File: config.mk
export PLATFORM = sky130hd
export DESIGN_NAME = mir_tx
export DESIGN_NICKNAME = d
export VERILOG_FILES = /design/src/rtl/mir_tx_pkg.sv /design/src/rtl/mir_tx_crc.sv /design/src/rtl/mir_tx_stuff.sv /design/src/rtl/mir_tx_shaper.sv /design/src/rtl/mir_tx.sv
export SDC_FILE = /design/constraint.sdc
export NUM_CORES = 1
export LEC_CHECK = 0
export CELL_PAD_IN_SITES_DETAIL_PLACEMENT = 2
export CELL_PAD_IN_SITES_GLOBAL_PLACEMENT = 2
export CORE_MARGIN = 2
export CORE_UTILIZATION = 42
export DETAILED_ROUTE_END_ITERATION = 7
export DONT_BUFFER_PORTS = 1
export GPL_TIMING_DRIVEN = 0
export PLACE_DENSITY = 0.83
export SLEW_MARGIN = 20
export SYNTH_ARGS = -nofsm -noshare
export SYNTH_HDL_FRONTEND = slang
export SYNTH_HIERARCHICAL = 1
export SYNTH_SLANG_ARGS = --single-unit
File: constraint.sdc
create_clock -name clk -period 6.8 [get_ports clk]
set_input_delay 0.34 -clock clk [delete_from_list [all_inputs] [get_ports clk]]
set_output_delay 0.34 -clock clk [all_outputs]
set_load 0.03 [all_outputs]
File: src/rtl/mir_tx_pkg.sv
package mir_tx_pkg;

  localparam int CRC_W = 16;
  localparam logic [CRC_W-1:0] CRC_POLY_REV = 16'h8408;
  localparam logic [CRC_W-1:0] CRC_PRESET   = 16'hFFFF;
  localparam logic [7:0]       FLAG_OCTET   = 8'h7E;

  typedef enum logic [2:0] {
    ST_IDLE,
    ST_OPEN,
    ST_DATA,
    ST_FCS,
    ST_CLOSE
  } tx_state_e;

  // one serial CRC step, bit-at-a-time, right-shifting form
  function automatic logic [CRC_W-1:0] crc_step(input logic [CRC_W-1:0] c, input logic b);
    logic fb;
    fb = c[0] ^ b;
    return fb ? ((c >> 1) ^ CRC_POLY_REV) : (c >> 1);
  endfunction

  // run of ones that forces an inserted zero
  function automatic logic run_full(input int unsigned run, input int unsigned limit);
    return run == limit;
  endfunction

endpackage

File: src/rtl/mir_tx_crc.sv
module mir_tx_crc
  import mir_tx_pkg::*;
(
  input  logic             clk,
  input  logic             rst_n,
  input  logic             clear,
  input  logic             adv,
  input  logic             din,
  output logic [CRC_W-1:0] crc_next
);
  logic [CRC_W-1:0] crc_q;

  always_comb crc_next = adv ? crc_step(crc_q, din) : crc_q;

  always_ff @(posedge clk) begin
    if (!rst_n)     crc_q <= CRC_PRESET;
    else if (clear) crc_q <= CRC_PRESET;
    else            crc_q <= crc_next;
  end
endmodule

File: src/rtl/mir_tx_stuff.sv
module mir_tx_stuff
  import mir_tx_pkg::*;
#(
  parameter int RUN_MAX = 5
) (
  input  logic clk,
  input  logic rst_n,
  input  logic clear,
  input  logic take,
  input  logic count,
  input  logic din,
  output logic stuff_now
);
  localparam int RW = $clog2(RUN_MAX + 1);
  logic [RW-1:0] run_q;

  always_comb stuff_now = run_full(run_q, RUN_MAX);

  always_ff @(posedge clk) begin
    if (!rst_n || clear)    run_q <= '0;
    else if (take && stuff_now) run_q <= '0;
    else if (count)         run_q <= din ? run_q + 1'b1 : '0;
  end
endmodule

File: src/rtl/mir_tx_shaper.sv
module mir_tx_shaper (
  input  logic clk,
  input  logic rst_n,
  input  logic bit_en,
  input  logic sub_tick,
  input  logic send,
  input  logic zero,
  output logic ir_tx
);
  always_ff @(posedge clk) begin
    if (!rst_n)        ir_tx <= 1'b0;
    else if (bit_en)   ir_tx <= send && zero;
    else if (sub_tick) ir_tx <= 1'b0;
  end

  // pulse lasts until the next sub-tick only
  a_r3_pulse_short: assert property (@(posedge clk) disable iff (!rst_n)
    (sub_tick && !bit_en) |=> !ir_tx);
  // a pulse only starts at a bit strobe
  a_r3_rise_at_bit: assert property (@(posedge clk) disable iff (!rst_n)
    $rose(ir_tx) |-> $past(bit_en));
endmodule

File: src/rtl/mir_tx.sv
module mir_tx
  import mir_tx_pkg::*;
#(
  parameter int BYTE_W  = 8,
  parameter int RUN_MAX = 5
) (
  input  logic              clk,
  input  logic              rst_n,
  input  logic              bit_en,
  input  logic              sub_tick,
  input  logic              s_valid,
  input  logic [BYTE_W-1:0] s_data,
  input  logic              s_last,
  output logic              s_ready,
  output logic              ir_tx
);
  localparam int CNT_W = $clog2(CRC_W);
  localparam logic [CNT_W-1:0] LAST_DATA = CNT_W'(BYTE_W - 1);
  localparam logic [CNT_W-1:0] LAST_FCS  = CNT_W'(CRC_W - 1);
  localparam logic [CNT_W-1:0] LAST_FLAG = CNT_W'(7);

  tx_state_e         state;
  logic [CNT_W-1:0]  bitcnt;
  logic [CRC_W-1:0]  sh;
  logic [BYTE_W-1:0] hold;
  logic              hold_full, hold_last, cur_last, last_in, stuff_cur;

  // named internal events
  logic accept, start, tick, stuff_now, tx_bit, data_bit, count_bit, crc_adv, more;
  logic [CRC_W-1:0] crc_next;

  always_comb begin
    s_ready   = !hold_full && !last_in && !stuff_cur &&
                (state == ST_IDLE || state == ST_DATA);
    accept    = s_valid && s_ready;
    start     = accept && state == ST_IDLE;
    tick      = bit_en && state != ST_IDLE;
    data_bit  = (bitcnt == '0) ? hold[0] : sh[0];
    more      = hold_full || accept;
    unique case (state)
      ST_OPEN, ST_CLOSE: tx_bit = FLAG_OCTET[bitcnt[2:0]];
      ST_DATA:           tx_bit = data_bit;
      ST_FCS:            tx_bit = sh[0];
      default:           tx_bit = 1'b1;
    endcase
    if (stuff_now && state != ST_IDLE) tx_bit = 1'b0;
    count_bit = tick && !stuff_now && (state == ST_DATA || state == ST_FCS);
    crc_adv   = tick && !stuff_now && state == ST_DATA;
  end

  mir_tx_crc u_crc (
    .clk(clk), .rst_n(rst_n), .clear(start), .adv(crc_adv),
    .din(data_bit), .crc_next(crc_next)
  );

  mir_tx_stuff #(.RUN_MAX(RUN_MAX)) u_stuff (
    .clk(clk), .rst_n(rst_n), .clear(start), .take(tick),
    .count(count_bit), .din(tx_bit), .stuff_now(stuff_now)
  );

  mir_tx_shaper u_shape (
    .clk(clk), .rst_n(rst_n), .bit_en(bit_en), .sub_tick(sub_tick),
    .send(tick), .zero(!tx_bit), .ir_tx(ir_tx)
  );

  always_ff @(posedge clk) begin
    if (!rst_n) begin
      state     <= ST_IDLE;
      bitcnt    <= '0;
      sh        <= '0;
      hold      <= '0;
      hold_full <= 1'b0;
      hold_last <= 1'b0;
      cur_last  <= 1'b0;
      last_in   <= 1'b0;
      stuff_cur <= 1'b0;
    end else begin
      if (tick) begin
        stuff_cur <= stuff_now;
        if (!stuff_now) begin
          unique case (state)
            ST_OPEN: begin
              bitcnt <= bitcnt + 1'b1;
              if (bitcnt == LAST_FLAG) begin
                state  <= ST_DATA;
                bitcnt <= '0;
              end
            end
            ST_DATA: begin
              if (bitcnt == '0) begin
                sh        <= {{(CRC_W - BYTE_W + 1){1'b0}}, hold[BYTE_W-1:1]};
                cur_last  <= hold_last;
                hold_full <= 1'b0;
              end else begin
                sh <= sh >> 1;
              end
              bitcnt <= bitcnt + 1'b1;
              if (bitcnt == LAST_DATA) begin
                bitcnt <= '0;
                if (cur_last || !more) begin
                  state <= ST_FCS;
                  sh    <= ~crc_next;
                end
              end
            end
            ST_FCS: begin
              sh     <= sh >> 1;
              bitcnt <= bitcnt + 1'b1;
              if (bitcnt == LAST_FCS) begin
                state  <= ST_CLOSE;
                bitcnt <= '0;
              end
            end
            ST_CLOSE: begin
              bitcnt <= bitcnt + 1'b1;
              if (bitcnt == LAST_FLAG) begin
                state   <= ST_IDLE;
                bitcnt  <= '0;
                last_in <= 1'b0;
              end
            end
            default: ;
          endcase
        end
      end
      if (accept) begin
        hold      <= s_data;
        hold_full <= 1'b1;
        hold_last <= s_last;
        if (s_last) last_in <= 1'b1;
        if (state == ST_IDLE) begin
          state  <= ST_OPEN;
          bitcnt <= '0;
        end
      end
    end
  end

  // no further byte once the last one is in
  a_r9_last_closes: assert property (@(posedge clk) disable iff (!rst_n)
    (accept && s_last) |=> !s_ready);
  // an inserted bit always leaves as a pulse
  a_r5_stuff_pulse: assert property (@(posedge clk) disable iff (!rst_n)
    (tick && stuff_now) |=> ir_tx);
  // the opening flag never sees a pending insertion
  a_r6_flag_clean: assert property (@(posedge clk) disable iff (!rst_n)
    (state == ST_OPEN) |-> !stuff_now);
endmodule

After elaboration in Yosys (flattened, before gate mapping)
Memories as Yosys holds them, arrays and structs flattened. A register that Yosys moved wholly into a read port is not among the register bits.
Index checks and enable logic that the tools add are counted.
{ "op_classes": {"n_eq_ne": 8, "order_cmp": 1, "n_reduce_logical": 39, "addsub": 2, "n_mux": 42, "bitwise_logic": 5} }
{ "ops": {"columns": ["cell", "n"], "rows": [
  ["16-bit 2-to-1 mux", 4],
  ["3-bit 2-to-1 mux", 11],
  ["16-bit one-hot mux with 2 select lines", 1],
  ["4-bit 2-to-1 mux", 6],
  ["1-bit 2-to-1 mux", 16],
  ["16-bit inverter", 1],
  ["15-bit 2-to-1 mux", 1],
  ["1-bit logical AND", 12],
  ["3-bit one-hot mux with 4 select lines", 1],
  ["2-bit nonzero test", 5],
  ["4-bit one-hot mux with 2 select lines", 1],
  ["4-bit AND reduction", 2],
  ["1-bit logical NOT", 7],
  ["3-bit by 2-bit equality test with 1-bit output (second input constant)", 2],
  ["3-bit equality test (second input constant)", 2],
  ["2-bit OR reduction", 3],
  ["1-bit logical OR", 5],
  ["4-bit by 1-bit adder with 4-bit output (second input constant)", 1],
  ["4-bit by 3-bit equality test with 1-bit output (second input constant)", 1],
  ["4-bit equality test (second input constant)", 1],
  ["4-bit logical NOT", 1],
  ["3-bit by 4-bit less-than comparator with 1-bit output (second input constant)", 1],
  ["3-bit by 1-bit adder with 3-bit output (second input constant)", 1],
  ["3-bit by 1-bit equality test with 1-bit output (second input constant)", 1],
  ["other kinds (9)", 10]
]} }
{ "word_totals": {"mem_count": 1, "output_inout_bits": 2, "rom_bits": 8, "in_bits": 14, "word_cells": 110, "ff_bits": 56} }
{ "mem_list": {"columns": ["memory", "depth", "width", "read_ports", "rd_ports_with_merged_regs", "wr", "line", "rtl"], "rows": [
  ["(name not given)", 8, 1, 1, 1, 0, "mir_tx.sv:41", "ST_OPEN, ST_CLOSE: tx_bit = FLAG_OCTET[bitcnt[2:0]];"]
]} }

Longest topological paths before layout
{ "depth": {"word_depth": 15, "ltp_mapped": 15, "ltp_nobuf": 11} }

Cells and area by module
Netlist, hierarchy kept.
{ "modules_own_cells": {"columns": ["mod", "seq_area_each_um2", "cells_each", "area_each_um2", "n_inst"], "rows": [
  ["mir_tx", 740.7, 267, 2048.2, 1],
  ["mir_tx_crc", 320.3, 59, 695.7, 1],
  ["mir_tx_stuff", 60.1, 20, 168.9, 1],
  ["mir_tx_shaper", 20.0, 3, 41.3, 1]
]} }

Worst setup path after synthesis
No wires, ideal clock.
{ "synth_path": {"path_type": "register to register", "from": "register u_stuff.run_q[1]", "to": "register sh[12]", "period_less_slack_ps": 2519, "path_slack_ps": 4281, "path_buffers": 4, "t_required_ps": 6726, "arrival_ps": 2445, "setup_time_ps": 74, "stages_incl_launch_ff": 14, "path_cell_list": "dfxtp_1 inv_1 ha_1 and2_1 nor2b_1 nand2_1 buf_2 clkbuf_1 nor2_1 buf_6 buf_2 mux2_2 or2_1 a31oi_1"} }
{ "synth_via": {"elab_chain_cells": 9, "elab_cells_between_ends": 11, "cone_classes": "1 x eq/ne; 4 x mux; 2 x bitwise; 4 x reduce/logical"} }
{ "synth_rtl": {"columns": ["item", "line", "rtl"], "rows": [
  ["start, declared", "mir_tx_stuff.sv:15", "logic [RW-1:0] run_q;"],
  ["start signal, assigned", "mir_tx_stuff.sv:22", "else if (count) run_q <= din ? run_q + 1'b1 : '0;"],
  ["3-bit equality test", "mir_tx_pkg.sv:25", "return run == limit;"],
  ["net stuff_now", "mir_tx.sv:29", "logic accept, start, tick, stuff_now, tx_bit, data_bit, count_bit, crc_adv, more;"],
  ["1-bit logical NOT", null, null],
  ["1-bit logical AND (2 in a row)", "mir_tx.sv:48", "crc_adv = tick && !stuff_now && state == ST_DATA;"],
  ["net crc_adv", "mir_tx.sv:29", null],
  ["16-bit 2-to-1 mux", "mir_tx_crc.sv:13", "always_comb crc_next = adv ? crc_step(crc_q, din) : crc_q;"],
  ["net crc_next[12]", "mir_tx.sv:30", "logic [CRC_W-1:0] crc_next;"],
  ["16-bit inverter", "mir_tx.sv:102", "sh <= ~crc_next;"],
  ["16-bit 2-to-1 mux", "mir_tx.sv:100", "if (cur_last || !more) begin"],
  ["16-bit 2-to-1 mux", "mir_tx.sv:98", "if (bitcnt == LAST_DATA) begin"],
  ["16-bit one-hot mux with 2 select lines", "mir_tx.sv:81", "unique case (state)"],
  ["end signal, assigned", "mir_tx.sv:95", "sh <= sh >> 1;"],
  ["end signal, assigned", "mir_tx.sv:102", null],
  ["end signal, assigned", "mir_tx.sv:107", "sh <= sh >> 1;"],
  ["end, declared", "mir_tx.sv:24", "logic [CRC_W-1:0] sh;"]
]} }
The timed path passes the listed nets, and every way through them passes these cells.
A chain may end at the register's enable or synchronous reset.

Final worst setup path
{ "layout_path": {"from": "register u_stuff.run_q[1]", "to": "register sh[15]"} }
The elaborated chain is that of the path after synthesis.

==> flow_metrics.py <==
metrics = {
    "job": {
        "drv_cap": 0,
    },
    "placement": {
        "gp_congestion": 0.788,
        "dp_hpwl_mm": 6.54,
        "place.port_buffers": 0,
    },
    "synth": {
        "yosysWarnings": 6,
        "ys_dominant_reg_cell": "dfxtp_1",
        "ys_ff_latch": 57,
        "seq_area_frac_synth_pct": 38.6,
        "synth_edf_count": 0,
        "synth_nets": 367,
        "netlist_area_um2": 2950,
        "synth_cell_types": 55,
        "ys_async_sr_fraction_pct": 0,
        "syn-instance-count": 349,
        "avgSynthCellArea_um2": 8.46,
    },
    "sta": {
        "slew_violations": 0,
        "hold_viol_final": 0,
        "setup_violations": 0,
        "rsz0062_at_grt": "no",
        "finalSetupTns_ps": 0,
        "clock_skew_ps": 6.72,
        "finalCriticalPeriod_ps": 3270,
        "clock.fmax_mhz": 305,
        "tightestPinTransition_ps": 675,
        "relSlewSlack_pct": 54.6,
        "period_share_pct": 48.1,
    },
    "clock_network": {
        "numCtsBuffers": 9,
        "cts_resized": 0,
        "clk_latency_ps": 350,
        "h-tree-depth": 3,
        "cts.sinks": 57,
        "cts_hold_buf": 0,
        "root_buffer": "clkbuf_8",
        "cts_tree": "yes",
        "clk_path_buf_depth": 2,
        "path_clk_slew_ps": 70,
        "cts_setup_buffers": 0,
    },
    "setup_path": {
        "critPathKind": "flop to flop",
        "setup.worst_path.end_class": "flop",
        "critical_path.max_fanout": 10,
        "worst_ep_required_time_ps": 7040,
        "crit_slowest_cell": "dfxtp_1",
        "slowest_delay_ps": 360,
        "worstPathArrival_ps": 3520,
        "crit_chain": "inv_1 > ha_1 > and2_1 > nor2b_1 > nand2_1 > buf_2 > clkbuf_1 > nor2_1 > buf_6 > buf_2 > inv_1 > o21ai_0 > nor3_1 > a22o_1 > and2_1",
        "cp-start-kind": "flop",
    },
    "routing": {
        "firstDrtPassIters": 5,
        "vias": 2642,
        "routed-wl-met3_um": 242,
        "vias_per_cell": 5.73,
        "avgRoutedWirePerCell_um": 20.1,
        "drc": 0,
        "routed_wl_mm": 9.28,
        "antenna_left": 0,
        "drt_iter0_drc": 57,
        "top_layer_used": "met4",
        "wl_met2_mm": 4.50,
        "wl_met1_mm": 4.33,
    },
    "floorplan": {
        "core_area_um2": 6790,
        "die-area_um2": 7720,
        "pin_count": 16,
        "die_h_um": 87.9,
        "die_w_um": 87.9,
        "start_util_pct": 43.5,
        "row_count": 30,
    },
    "power": {
        "p_leak_uw": 0.00110,
        "power.density_nw_per_um2": 229,
        "vdd_drop_max_mv": 0.129,
    },
    "grt": {
        "grt_overflow": 0,
        "grt_use_total_pct": 25.9,
        "antenna_found_initial": 0,
        "grt_pass1_wl_mm": 15.0,
        "grt_pass1_vias": 2841,
        "grt_max_degree": 14,
    },
    "hold_path": {
        "hp-class": "input port to flop",
    },
    "finish": {
        "regArea_um2": 1140,
        "drive_above_1_share_pct": 13.4,
        "diodes": 0,
        "areaGrowthSynthToFinish_pct": 10.4,
        "utilization_pct": 48.0,
        "multiInputGateArea_um2": 1670,
        "fillerInstances": 763,
        "layout.nets": 378,
    },
    "status": {
        "status": "complete, no violations",
    },
}
layout by cell type (no fill, tap or decap), drive strengths merged, types with 3 or more instances in the layout:
master,Yosys,layout
a221oi,8,8
ha,4,4
or2,16,16
nor3,6,6
nor2b,10,10
a31oi,17,17
inv,10,10
or3,5,5
mux2,14,14
nand2,38,38
dfxtp,57,57
o211ai,4,4
mux2i,3,3
a21boi,10,10
nand2b,17,17
clkinv,0,5
nand3,13,13
o21ai,22,22
clkbuf,10,20
nand3b,4,4
a21oi,24,24
nor2,14,14
nor3b,3,3
buf,12,12
cells by family after synthesis:
kind of cell / after synthesis / share of synthesized area (%)
and+or+nand+nor: 135 / 24.3
AOI/OAI and AO/OA: 100 / 21.9
DFF: 57 / 38.6
buffers and inverters: 32 / 4.83
muxes: 17 / 6.48
xor gates and xnor gates: 4 / 2.12
adders and majority gates: 4 / 1.69
power by group:
group / internal, uW / switching, uW
combinational: 27.2 / 54.6
sequential: 342 / 8.23
clock: 167 / 149
total: 536 / 212
layer usage:
| layer | track usage, % | vias to the layer above |
|---|---|---|
| met1 | 32.9 | 1318 |
| li1 | - | 1268 |
| met5 | 0 | - |
| met3 | 3.96 | 17 |
| met4 | 11.5 | 0 |
| met2 | 43.5 | 39 |
critical path, delay by kind of cell (launching register included):
| kind | cells | cell delay [ps] |
|---|---|---|
| AOI/OAI and AO/OA | 2 | 470 |
| adders and majority gates | 1 | 210 |
| buffers and inverters | 6 | 1110 |
| DFF | 1 | 360 |
| and+or+nand+nor | 6 | 1000 |
Yosys cell counts, types with 6 or more instances:
master    number  area, um2
a21boi_0      10       75.1
a21oi_1       23        115
a221oi_1       7       61.3
a31oi_1       17        106
buf_2          9       45.0
clkbuf_1      10       37.5
dfxtp_1       57       1140
inv_1         10       37.5
mux2_2        13        146
nand2_1       38        143
nand2b_1      17        106
nand3_1       13       65.1
nor2_1        14       52.6
nor2b_1       10       62.6
nor3_1         6       30.0
o21ai_0       20        100
or2_1          8       50.1
registers in the layout, summed over array words and instances, names as in the netlist, named ones only:
register / flops
bitcnt: 4
cur_last: 1
hold: 8
hold_full: 1
hold_last: 1
last_in: 1
sh: 16
state: 3
stuff_cur: 1
u_crc/crc_q: 16
u_shape/ir_tx: 1
u_stuff/run_q: 3
per-stage QoR:
stage | area (um2) | power [uW] | hold slack [ps] | instances | setup WS [ps]
6_report | 3260 | 748 | 149 | 461 | 3530
2_1_floorplan | 2950 | 415 | 440 | 349 | 4280
4_1_cts | 3260 | 753 | 141 | 461 | 3470
3_3_place_gp | 3070 | 435 | 455 | 445 | 3740
5_1_grt | 3260 | 781 | 150 | 461 | 3270
3_5_place_dp | 3070 | 439 | 468 | 445 | 3580
cell type report:
class	count	area share, %
Buffer	22	3.22
Clock buffer	10	3.91
Clock inverter	6	1.80
Inverter	10	1.15
Multi-Input combinational cell	260	51.2
Sequential cell	57	35.0
Tap cell	96	3.68
path summary, 6_finish.rpt:
kind / cells after the start / from / slack [ps] / endpoint
worst max register to register: 15 / u_stuff/run_q[1] / 3530 / sh[15]
worst min-delay path: 2 / s_data[7] / 150 / hold[7]
worst max-delay path: 15 / u_stuff/run_q[1] / 3530 / sh[15]
worst min register to register: 2 / hold_last / 480 / hold_last
No activity file was read; power rests on OpenSTA's default activity.
